==> config.mk <==
export PLATFORM = sky130hd
export DESIGN_NAME = tiled_addr_xlate
export DESIGN_NICKNAME = d
export VERILOG_FILES = /design/src/rtl/tva_pkg.sv /design/src/rtl/tva_geom.sv /design/src/rtl/tva_orient.sv /design/src/rtl/tva_pack.sv /design/src/rtl/tiled_addr_xlate.sv
export SDC_FILE = /design/constraint.sdc
export NUM_CORES = 1
export LEC_CHECK = 0
export ABC_AREA = 1
export ABC_CLOCK_PERIOD_IN_PS = 4150
export BUFFER_PORTS_ARGS = -buffer_cell sky130_fd_sc_hd__buf_2
export CORE_MARGIN = 2
export CORE_UTILIZATION = 31
export CTS_BUF_LIST = sky130_fd_sc_hd__clkbuf_8
export CTS_CLUSTER_SIZE = 40
export DETAILED_ROUTE_END_ITERATION = 10
export PLACE_DENSITY_LB_ADDON = 0.12
export REMOVE_ABC_BUFFERS = 1
export SETUP_SLACK_MARGIN = 0.5
export SYNTH_ARGS = -nofsm -noshare
export SYNTH_HDL_FRONTEND = slang
export SYNTH_SLANG_ARGS = --single-unit
==> constraint.sdc <==
create_clock -name clk -period 4.15 [get_ports clk]
set_input_delay 0.415 -clock clk [delete_from_list [all_inputs] [get_ports clk]]
set_output_delay 0.415 -clock clk [all_outputs]
set_load 0.01 [all_outputs]
==> src/rtl/tva_pkg.sv <==
package tva_pkg;

  typedef enum logic [1:0] {
    FMT_8B   = 2'd0,
    FMT_16B  = 2'd1,
    FMT_32B  = 2'd2,
    FMT_PAGE = 2'd3
  } tva_fmt_e;

  // positions inside the 3-bit view code
  localparam int unsigned VIEW_XINV = 0;
  localparam int unsigned VIEW_YINV = 1;
  localparam int unsigned VIEW_SWAP = 2;

endpackage

==> src/rtl/tva_geom.sv <==
// Per-format unused-bit counts along each axis.
module tva_geom #(
  parameter int unsigned CW_BITS     = 14,
  parameter int unsigned CH_BITS     = 13,
  parameter int unsigned SLOT_W_BITS = 6,
  parameter int unsigned SLOT_H_BITS = 6,
  localparam int unsigned SH_W       = $clog2(CW_BITS + CH_BITS + 1)
) (
  input  logic [1:0]      fmt,
  output logic [SH_W-1:0] xsh,
  output logic [SH_W-1:0] ysh
);
  import tva_pkg::*;

  tva_fmt_e fmt_e;

  always_comb begin
    fmt_e = tva_fmt_e'(fmt);
    unique case (fmt_e)
      FMT_8B:   begin xsh = '0;                 ysh = '0; end
      FMT_16B:  begin xsh = '0;                 ysh = SH_W'(1); end
      FMT_32B:  begin xsh = SH_W'(1);           ysh = SH_W'(1); end
      default:  begin xsh = SH_W'(SLOT_W_BITS); ysh = SH_W'(SLOT_H_BITS); end
    endcase
  end

endmodule

==> src/rtl/tva_orient.sv <==
// Range check and XOR mirroring of the coordinates.
module tva_orient #(
  parameter int unsigned CW_BITS = 14,
  parameter int unsigned CH_BITS = 13,
  parameter int unsigned COORD_W = 16,
  localparam int unsigned SH_W   = $clog2(CW_BITS + CH_BITS + 1)
) (
  input  logic [COORD_W-1:0] x,
  input  logic [COORD_W-1:0] y,
  input  logic [SH_W-1:0]    xsh,
  input  logic [SH_W-1:0]    ysh,
  input  logic               x_inv,
  input  logic               y_inv,
  output logic [CW_BITS-1:0] xo,
  output logic [CH_BITS-1:0] yo,
  output logic               bad
);

  logic [CW_BITS-1:0] xmask;
  logic [CH_BITS-1:0] ymask;
  logic               x_over;
  logic               y_over;

  always_comb begin
    xmask  = {CW_BITS{1'b1}} >> xsh;
    ymask  = {CH_BITS{1'b1}} >> ysh;
    x_over = x > COORD_W'(xmask);
    y_over = y > COORD_W'(ymask);
    bad    = x_over | y_over;
    xo     = x[CW_BITS-1:0] ^ (x_inv ? xmask : '0);
    yo     = y[CH_BITS-1:0] ^ (y_inv ? ymask : '0);
  end

endmodule

==> src/rtl/tva_pack.sv <==
// Linear index, format scaling, field packing and stride.
module tva_pack #(
  parameter int unsigned CW_BITS = 14,
  parameter int unsigned CH_BITS = 13,
  localparam int unsigned SH_W   = $clog2(CW_BITS + CH_BITS + 1),
  localparam int unsigned IDX_W  = CW_BITS + CH_BITS,
  localparam int unsigned ADDR_W = IDX_W + 5
) (
  input  logic [CW_BITS-1:0] xo,
  input  logic [CH_BITS-1:0] yo,
  input  logic [SH_W-1:0]    xsh,
  input  logic [SH_W-1:0]    ysh,
  input  logic [2:0]         view,
  input  logic [1:0]         fmt,
  input  logic               bad,
  output logic [ADDR_W-1:0]  addr,
  output logic [ADDR_W-1:0]  stride
);
  import tva_pkg::*;

  localparam logic [SH_W-1:0] CW_L = SH_W'(CW_BITS);
  localparam logic [SH_W-1:0] CH_L = SH_W'(CH_BITS);

  logic [SH_W-1:0]  xbits;
  logic [SH_W-1:0]  ybits;
  logic [SH_W-1:0]  align;
  logic [IDX_W-1:0] idx_row;
  logic [IDX_W-1:0] idx_col;
  logic [IDX_W-1:0] idx;
  logic [IDX_W-1:0] idx_sc;
  logic             swap;

  always_comb begin
    swap    = view[VIEW_SWAP];
    xbits   = CW_L - xsh;
    ybits   = CH_L - ysh;
    align   = xsh + ysh;
    idx_row = (IDX_W'(yo) << xbits) + IDX_W'(xo);
    idx_col = (IDX_W'(xo) << ybits) + IDX_W'(yo);
    idx     = swap ? idx_col : idx_row;
    idx_sc  = idx << align;
    addr    = bad ? '0 : {view, fmt, idx_sc};
    stride  = swap ? (ADDR_W'(1) << (CH_L + xsh))
                   : (ADDR_W'(1) << (CW_L + ysh));
  end

endmodule

==> src/rtl/tiled_addr_xlate.sv <==
// Two-stage tiled-view address translator with valid/ready flow control.
module tiled_addr_xlate #(
  parameter int unsigned CW_BITS     = 14,
  parameter int unsigned CH_BITS     = 13,
  parameter int unsigned SLOT_W_BITS = 6,
  parameter int unsigned SLOT_H_BITS = 6,
  parameter int unsigned COORD_W     = 16,
  localparam int unsigned SH_W       = $clog2(CW_BITS + CH_BITS + 1),
  localparam int unsigned ADDR_W     = CW_BITS + CH_BITS + 5
) (
  input  logic               clk,
  input  logic               rst_n,
  input  logic               in_valid,
  output logic               in_ready,
  input  logic [1:0]         in_fmt,
  input  logic [2:0]         in_view,
  input  logic [COORD_W-1:0] in_x,
  input  logic [COORD_W-1:0] in_y,
  output logic               out_valid,
  input  logic               out_ready,
  output logic [ADDR_W-1:0]  out_addr,
  output logic [ADDR_W-1:0]  out_stride,
  output logic               out_bad
);
  import tva_pkg::*;

  typedef struct packed {
    logic [CW_BITS-1:0] xo;
    logic [CH_BITS-1:0] yo;
    logic [2:0]         view;
    logic [1:0]         fmt;
    logic               bad;
  } s1_t;

  typedef struct packed {
    logic [ADDR_W-1:0] addr;
    logic [ADDR_W-1:0] stride;
    logic              bad;
  } s2_t;

  // ---------------- stage 1 combinational ----------------
  logic [SH_W-1:0] a_xsh, a_ysh;
  s1_t             s1_nxt;

  tva_geom #(
    .CW_BITS(CW_BITS), .CH_BITS(CH_BITS),
    .SLOT_W_BITS(SLOT_W_BITS), .SLOT_H_BITS(SLOT_H_BITS)
  ) u_geom_a (
    .fmt (in_fmt),
    .xsh (a_xsh),
    .ysh (a_ysh)
  );

  tva_orient #(
    .CW_BITS(CW_BITS), .CH_BITS(CH_BITS), .COORD_W(COORD_W)
  ) u_orient (
    .x     (in_x),
    .y     (in_y),
    .xsh   (a_xsh),
    .ysh   (a_ysh),
    .x_inv (in_view[VIEW_XINV]),
    .y_inv (in_view[VIEW_YINV]),
    .xo    (s1_nxt.xo),
    .yo    (s1_nxt.yo),
    .bad   (s1_nxt.bad)
  );

  assign s1_nxt.view = in_view;
  assign s1_nxt.fmt  = in_fmt;

  // ---------------- stage 2 combinational ----------------
  s1_t             s1_q;
  s2_t             s2_nxt;
  logic [SH_W-1:0] b_xsh, b_ysh;

  tva_geom #(
    .CW_BITS(CW_BITS), .CH_BITS(CH_BITS),
    .SLOT_W_BITS(SLOT_W_BITS), .SLOT_H_BITS(SLOT_H_BITS)
  ) u_geom_b (
    .fmt (s1_q.fmt),
    .xsh (b_xsh),
    .ysh (b_ysh)
  );

  tva_pack #(
    .CW_BITS(CW_BITS), .CH_BITS(CH_BITS)
  ) u_pack (
    .xo     (s1_q.xo),
    .yo     (s1_q.yo),
    .xsh    (b_xsh),
    .ysh    (b_ysh),
    .view   (s1_q.view),
    .fmt    (s1_q.fmt),
    .bad    (s1_q.bad),
    .addr   (s2_nxt.addr),
    .stride (s2_nxt.stride)
  );

  assign s2_nxt.bad = s1_q.bad;

  // ---------------- flow control next state ----------------
  logic s1_v_q, s2_v_q;
  logic s1_v_d, s2_v_d;
  logic adv1, adv2;
  logic s1_en, s2_en;
  s2_t  s2_q;

  always_comb begin
    adv2   = ~s2_v_q | out_ready;
    adv1   = ~s1_v_q | adv2;
    s1_v_d = adv1 ? in_valid : s1_v_q;
    s2_v_d = adv2 ? s1_v_q   : s2_v_q;
    s1_en  = adv1 & in_valid;
    s2_en  = adv2 & s1_v_q;
  end

  // ---------------- registers ----------------
  always_ff @(posedge clk or negedge rst_n) begin
    if (!rst_n) begin
      s1_v_q <= 1'b0;
      s2_v_q <= 1'b0;
    end else begin
      s1_v_q <= s1_v_d;
      s2_v_q <= s2_v_d;
    end
  end

  always_ff @(posedge clk) begin
    if (s1_en) s1_q <= s1_nxt;
  end

  always_ff @(posedge clk) begin
    if (s2_en) s2_q <= s2_nxt;
  end

  // ---------------- outputs ----------------
  assign in_ready   = adv1;
  assign out_valid  = s2_v_q;
  assign out_addr   = s2_q.addr;
  assign out_stride = s2_q.stride;
  assign out_bad    = s2_q.bad;

endmodule

==> impl_metrics.py, run 1 <==
metrics = {
    "status": {
        "status": "finished clean",
    },
    "clocking": {
        "cts.path.max_buffers": 2,
        "clkLatencyLatePin_ns": 0.40,
        "cts_tree": "done",
        "cts_buffers": 9,
        "cts_root_buffer": "clkbuf_8",
        "htreeDepth": 3,
        "clock_sinks": 100,
        "cts.clk_slew.worst_paths_ns": 0.12,
    },
    "synth": {
        "yosysTopAreaCell": "edfxtp_1",
        "synth_warnings": 0,
        "postSynthAreaPerCell_um2": 7.20,
        "synth_area_um2": 8130,
        "synth_common_cells": "nand2_1, nand3_1, inv_1",
        "ys_ff_latch": 100,
        "syn-instance-count": 1129,
        "netlist_top_cells_area": "edfxtp_1, nand2_1, nand3_1, ha_1, inv_1",
        "ys_async_sr_fraction": 0.0200,
        "ys_seq_area_frac": 0.368,
        "synth_top_area_share": 0.362,
        "yosysMostFrequentCell": "nand2_1",
        "ys_types": 44,
        "synth_ff_type": "edfxtp_1",
        "synth_edf_count": 98,
    },
    "min_path": {
        "hold_start": "in_view[2]",
        "hold_end": "s1_q[5]$_DFFE_PP_",
        "hp-class": "in2reg",
        "min_delay_path_depth": 1,
    },
    "final_layout": {
        "fill_cells": 2772,
        "antennaDiodeCount": 0,
        "final-seq-area_um2": 2990,
        "multiInputGateArea_um2": 4840,
        "drive_above_1_share": 0.213,
        "final_area_um2": 9950,
        "area_growth_pct": 22.4,
        "nNetsFinal": 1358,
    },
    "sta": {
        "hold_viol": 0,
        "setup_violations": 0,
        "fin_skew_ns": 0.0180,
        "max_freq_ghz": 0.275,
        "worst_pin_slew_ns": 0.919,
        "slew_headroom": 0.387,
        "min_period_ns": 3.63,
        "maxSlewViolCount": 0,
        "rsz0062_at_grt": "true",
        "tns_ns": 0,
        "finalCritPeriodShare": 0.876,
    },
    "detailed_routing": {
        "drc": 0,
        "firstDrtPassIters": 5,
        "drt_iter0_drc": 480,
        "wirelength_mm": 26.1,
        "wire_per_inst_um": 16.2,
        "via_count": 7925,
        "routed_via_density": 4.91,
        "postRouteAntennaNets": 0,
    },
    "placement": {
        "place_hpwl_mm": 20.2,
        "dpl-instance-area_um2": 9110,
        "place.gp.congestion": 0.873,
        "io_buffers": 107,
    },
    "power_and_ir_drop": {
        "total_power_mw": 3.17,
        "power_density_nw_per_um2": 319,
        "p_leak_nw": 4.75,
        "ir_drop_mv": 0.118,
    },
    "global_route": {
        "grt_usage": 0.188,
        "antenna_found_initial": 0,
        "grt_max_degree": 66,
        "grt_pass1_wl_mm": 41.2,
        "overflow": 0,
        "grt_pass1_vias": 7560,
    },
    "floorplan": {
        "start_util": 0.314,
        "die-height_um": 166,
        "die-area_um2": 27500,
        "core_um2": 25900,
        "fp.dieW_um": 166,
        "io_pins": 108,
        "rows": 59,
    },
    "critical_path": {
        "crit_fanout": 18,
        "path_class": "reg2reg",
        "cp-end-kind": "flip-flop",
        "rr_endpoint": "out_addr[22]$_SDFFCE_PP0P_",
        "rr_worst_depth": 24,
        "ff2ff_setup_slack_ns": 0.52,
        "crit_arrival_ns": 3.81,
        "start_kind": "flip-flop",
        "required_ns": 4.32,
        "rr_startpoint": "s1_q[2]$_DFFE_PP_",
    },
    "run": {
        "drv_cap": 0,
    },
}
## sequential cells by signal (all words and copies together), names as in the netlist
register	flops
s1_q	33
out_addr	32
out_stride	32
out_bad	1
out_valid	1
s1_v_q	1
## worst max path at each step
| stage | startpoint | depth (start not counted) | end |
|---|---|---|---|
| 2_1_floorplan | s1_q[1]$_DFFE_PP_ | 22 | out_addr[26]$_SDFFCE_PP0P_ |
| 4_1_cts | s1_q[2]$_DFFE_PP_ | 24 | out_addr[16]$_SDFFCE_PP0P_ |
| 3_5_place_dp | s1_q[1]$_DFFE_PP_ | 20 | out_addr[26]$_SDFFCE_PP0P_ |
| 6_report | s1_q[2]$_DFFE_PP_ | 24 | out_addr[22]$_SDFFCE_PP0P_ |
| 3_3_place_gp | s1_q[1]$_DFFE_PP_ | 19 | out_addr[26]$_SDFFCE_PP0P_ |
| 5_1_grt | s1_q[2]$_DFFE_PP_ | 25 | out_addr[21]$_SDFFCE_PP0P_ |
## cells by family (layout without fill, tap and decap cells)
family          after synthesis  in the layout  share of synthesized area
other cells                   2             20                   0.000924
compound gates              140            140                     0.0912
flops                       100            100                      0.368
fa+ha+maj                    42             42                     0.0665
simple gates                635            635                      0.346
xor+xnor                     37             37                     0.0399
buf+inv                     173            306                     0.0869
## layer usage
layer / vias up / share of wire / track usage
met5: - / 0 / 0
met4: 0 / 0.025 / 0.0609
met3: 31 / 0.046 / 0.0181
met2: 234 / 0.45 / 0.308
met1: 3631 / 0.48 / 0.263
li1: 4029 / - / -
## layout make-up
class                      instances  area share
inverter                         131      0.0512
tap                              335      0.0421
clock inverter                     7     0.00692
timing repair buffer             159      0.0999
clock buffer                       9      0.0125
sequential                       100       0.301
multi-input combinational        874       0.487
## worst max-delay path, stage by stage (launching register included)
cell,delay [ns]
edfxtp_1,0.43
buf_4,0.17
ha_4,0.19
buf_12,0.16
xnor2_2,0.16
inv_1,0.08
nand2_1,0.15
o21ai_1,0.12
ha_1,0.33
buf_4,0.15
nand2_1,0.06
inv_1,0.09
nand2_1,0.08
nand2_1,0.09
a21oi_4,0.17
o21ai_4,0.10
buf_4,0.15
nand3_1,0.07
nand2_1,0.07
nand3_2,0.12
nand3_1,0.11
nand3_1,0.13
nand3_1,0.08
nand2_1,0.10
inv_1,0.04
## where the power goes
part           switching, mW  total [mW]  internal, mW
logic                  0.833        1.26         0.427
registers             0.0542        1.28          1.23
clock network          0.397       0.632         0.235
## through the flow
stage | setup slack (ns) | hold slack, ns | utilization | cells
floorplan | -0.0420 | 0.119 | - | 1105
global placement | -0.0145 | 0.203 | 0.352 | 1567
detailed placement | -0.0198 | 0.211 | 0.352 | 1567
CTS | 0.515 | 0.178 | 0.372 | 1599
global route | 0.274 | 0.195 | 0.384 | 1615
finish | 0.515 | 0.192 | 0.384 | 1615
## what timing repair did
| item | CTS | global route |
|---|---|---|
| pin swaps | 10 | 27 |
| hold endpoints to repair | 2 | 0 |
| resized for setup | 49 | 57 |
| endpoints found under the setup margin | 19 | 23 |
| hold buffers | 1 | 0 |
| gates cloned | 2 | 0 |
| buffers inserted | 13 | 16 |
## cells in the final DEF, fill, tap and decap left out, types with 6 or more instances in the layout
cell      count
a21oi_1      46
buf_2       107
buf_4        44
clkbuf_8      9
conb_1       20
edfxtp_1     98
ha_1         34
inv_1       121
inv_2         6
nand2_1     299
nand2_2      19
nand3_1     159
nand3_2      22
nand4_1      11
nor2_1       85
nor2_2       10
nor3_1        8
o21ai_0      46
o21ai_1      19
xnor2_1      16
xor2_1       18
Note: power is estimated with default switching activity, not from simulation.
==> inputs of run 2 (changes only) <==
--- a/config.mk
+++ b/config.mk
@@ -13,7 +13,7 @@
 export CTS_BUF_LIST = sky130_fd_sc_hd__clkbuf_8
 export CTS_CLUSTER_SIZE = 40
 export DETAILED_ROUTE_END_ITERATION = 10
-export PLACE_DENSITY_LB_ADDON = 0.12
+export PLACE_DENSITY = 0.54
 export REMOVE_ABC_BUFFERS = 1
 export SETUP_SLACK_MARGIN = 0.5
 export SYNTH_ARGS = -nofsm -noshare
==> run 2 against run 1 <==
Effect of this change: wire length is 1.5% higher; register-to-register slack hardly changed; sequential power about the same; die area unchanged; highest routed layer unchanged; combinational power rose by 10%; design area is 5.7% higher; non-clock buffer count rose by 12; cell count up 0.68%; global-route usage is 0.61 points lower; count of clock-buffer cells in the layout unchanged; worst hold slack gained 0.0097 ns.
==> impl_metrics.py, run 2 (synthesis results as in run 1) <==
metrics = {
    "critical_path": {
        "rr_worst_depth": 24,
        "crit_chain": "inv_2, ha_4, buf_8, nand2_1, o21ai_2, nand2_1, nand2_2, nand2_2, o21ai_2, ha_4, a21o_1, nand2_1, nand2_1, a21oi_2, o21ai_4, inv_2, nor2_4, xor2_1, nand2_1, nand3_2, nand3_2, nand3_2, nand2_1, inv_1",
        "crit_fanout": 8,
        "cp-end-kind": "flip-flop",
        "crit_arrival_ns": 3.80,
        "path_class": "reg2reg",
        "crit_slowest_cell": "edfxtp_1",
        "required_ns": 4.30,
        "cp_common_cell": "nand2_1",
        "cp_slowest_stage_delay_ns": 0.46,
        "start_kind": "flip-flop",
    },
    "final_layout": {
        "finalNonFillerCells": 1626,
        "drive_above_1_share": 0.288,
        "nNetsFinal": 1370,
        "largest_register": "s1_q",
        "final-seq-area_um2": 2990,
        "final_util": 0.406,
        "largest_reg_flops": 33,
        "multiInputGateArea_um2": 5290,
        "fill_cells": 2706,
        "area_growth_pct": 29.4,
        "antennaDiodeCount": 0,
        "final_common_cell": "nand2_1",
        "final_cell_mix": "nand2_1, nand3_1, inv_1, buf_2, edfxtp_1",
    },
    "detailed_routing": {
        "drt_iter0_drc": 613,
        "routed_via_density": 5.01,
        "met2_length_mm": 12.1,
        "wire_per_inst_um": 16.3,
        "via_count": 8146,
        "postRouteAntennaNets": 0,
        "drc": 0,
        "met1Wirelength_mm": 12.2,
        "met3WireLength_mm": 1.44,
        "highest_layer": "met4",
        "wirelength_mm": 26.5,
        "firstDrtPassIters": 5,
    },
    "run": {
        "drv_cap": 0,
    },
    "min_path": {
        "hp-class": "in2reg",
        "min_delay_path_depth": 1,
    },
    "sta": {
        "max_freq_ghz": 0.274,
        "fin_skew_ns": 0.0169,
        "rsz0062_at_grt": "true",
        "hold_ws_ns": 0.201,
        "tns_ns": 0,
        "maxSlewViolCount": 0,
        "hold_viol": 0,
        "worst_pin_slew_ns": 1.17,
        "finalCritPeriodShare": 0.878,
        "worst_slack_ns": 0.505,
        "setup_violations": 0,
        "min_period_ns": 3.65,
        "slew_headroom": 0.219,
    },
    "clocking": {
        "cts_buffers": 9,
        "cts_tree": "done",
        "htreeDepth": 3,
        "clkLatencyLatePin_ns": 0.40,
        "cts_root_buffer": "clkbuf_8",
        "clock_sinks": 100,
        "cts.clk_slew.worst_paths_ns": 0.12,
        "cts.path.max_buffers": 2,
    },
    "power_and_ir_drop": {
        "p_leak_nw": 4.87,
        "ir_drop_mv": 0.135,
        "power_density_nw_per_um2": 313,
    },
    "floorplan": {
        "start_util": 0.314,
        "die-area_um2": 27500,
        "io_pins": 108,
        "core_um2": 25900,
        "fp.dieW_um": 166,
        "die-height_um": 166,
        "rows": 59,
    },
    "global_route": {
        "grt_usage": 0.182,
        "grt_pass1_vias": 7502,
        "grt_pass1_wl_mm": 40.0,
        "antenna_found_initial": 0,
        "grt_max_degree": 66,
        "overflow": 0,
    },
    "status": {
        "status": "finished clean",
    },
    "placement": {
        "place.gp.congestion": 0.935,
        "place_hpwl_mm": 20.0,
        "dp.cells": 1572,
        "io_buffers": 107,
        "place_ws_ns": 0.136,
    },
}
-- run 2: worst paths after layout --
path	slack [ns]	endpoint	from
setup / recovery	0.50	out_addr[16]$_SDFFCE_PP0P_	s1_q[1]$_DFFE_PP_
hold / removal	0.20	s1_q[5]$_DFFE_PP_	in_view[2]
setup reg to reg	0.50	out_addr[16]$_SDFFCE_PP0P_	s1_q[1]$_DFFE_PP_
hold reg to reg	0.53	out_valid$_DFFE_PN0P_	s1_v_q$_DFFE_PN0N_
max in group asynchronous	3.72	s1_v_q$_DFFE_PN0N_	rst_n
min in group asynchronous	0.34	out_valid$_DFFE_PN0P_	rst_n
-- run 2: area by class of cell --
type | instances | area share
clock buffers | 9 | 0.0118
clock inverters | 6 | 0.00547
inverters | 131 | 0.0485
multi-input cells | 874 | 0.503
flip-flops and latches | 100 | 0.285
well taps | 335 | 0.0399
repair buffers | 171 | 0.107
-- run 2: worst max-delay path: cells and delay by family, from the launching register on --
kind,cells,cell delay (ns)
AND/OR/NAND/NOR,12,1.13
buffers and inverters,4,0.41
flip-flops,1,0.46
AO/OA/AOI/OAI,5,0.72
XOR/XNOR,1,0.13
adder cells (fa/ha/maj),2,0.54
-- run 2: per-layer routing --
metal / vias up / GRT usage
met5: - / 0
met4: 0 / 0.0658
met3: 43 / 0.0205
met2: 266 / 0.286
met1: 3778 / 0.260
li1: 4059 / -
-- run 2: metrics by stage --
stage                     cell area (µm²)  power, mW
after floorplan                      7980       2.03
after detailed placement             9140       2.42
after global routing                10500       3.49
after CTS                            9500       3.08
after global placement               9140       2.42
final                               10500       3.29
-- run 2: where the power goes --
| part | total, mW | switching (mW) | internal (mW) |
|---|---|---|---|
| combinational | 1.39 | 0.901 | 0.486 |
| clock | 0.620 | 0.394 | 0.226 |
| sequential | 1.29 | 0.0598 | 1.23 |
-- run 2: timing repair --
| action | CTS | global route |
|---|---|---|
| hold buffers | 1 | 0 |
| endpoints found under the hold margin | 2 | 0 |
| resized for setup | 38 | 203 |
| setup buffers | 6 | 29 |
| cloned | 0 | 3 |
| endpoints found under the setup margin | 23 | 24 |
| pin swaps | 3 | 77 |
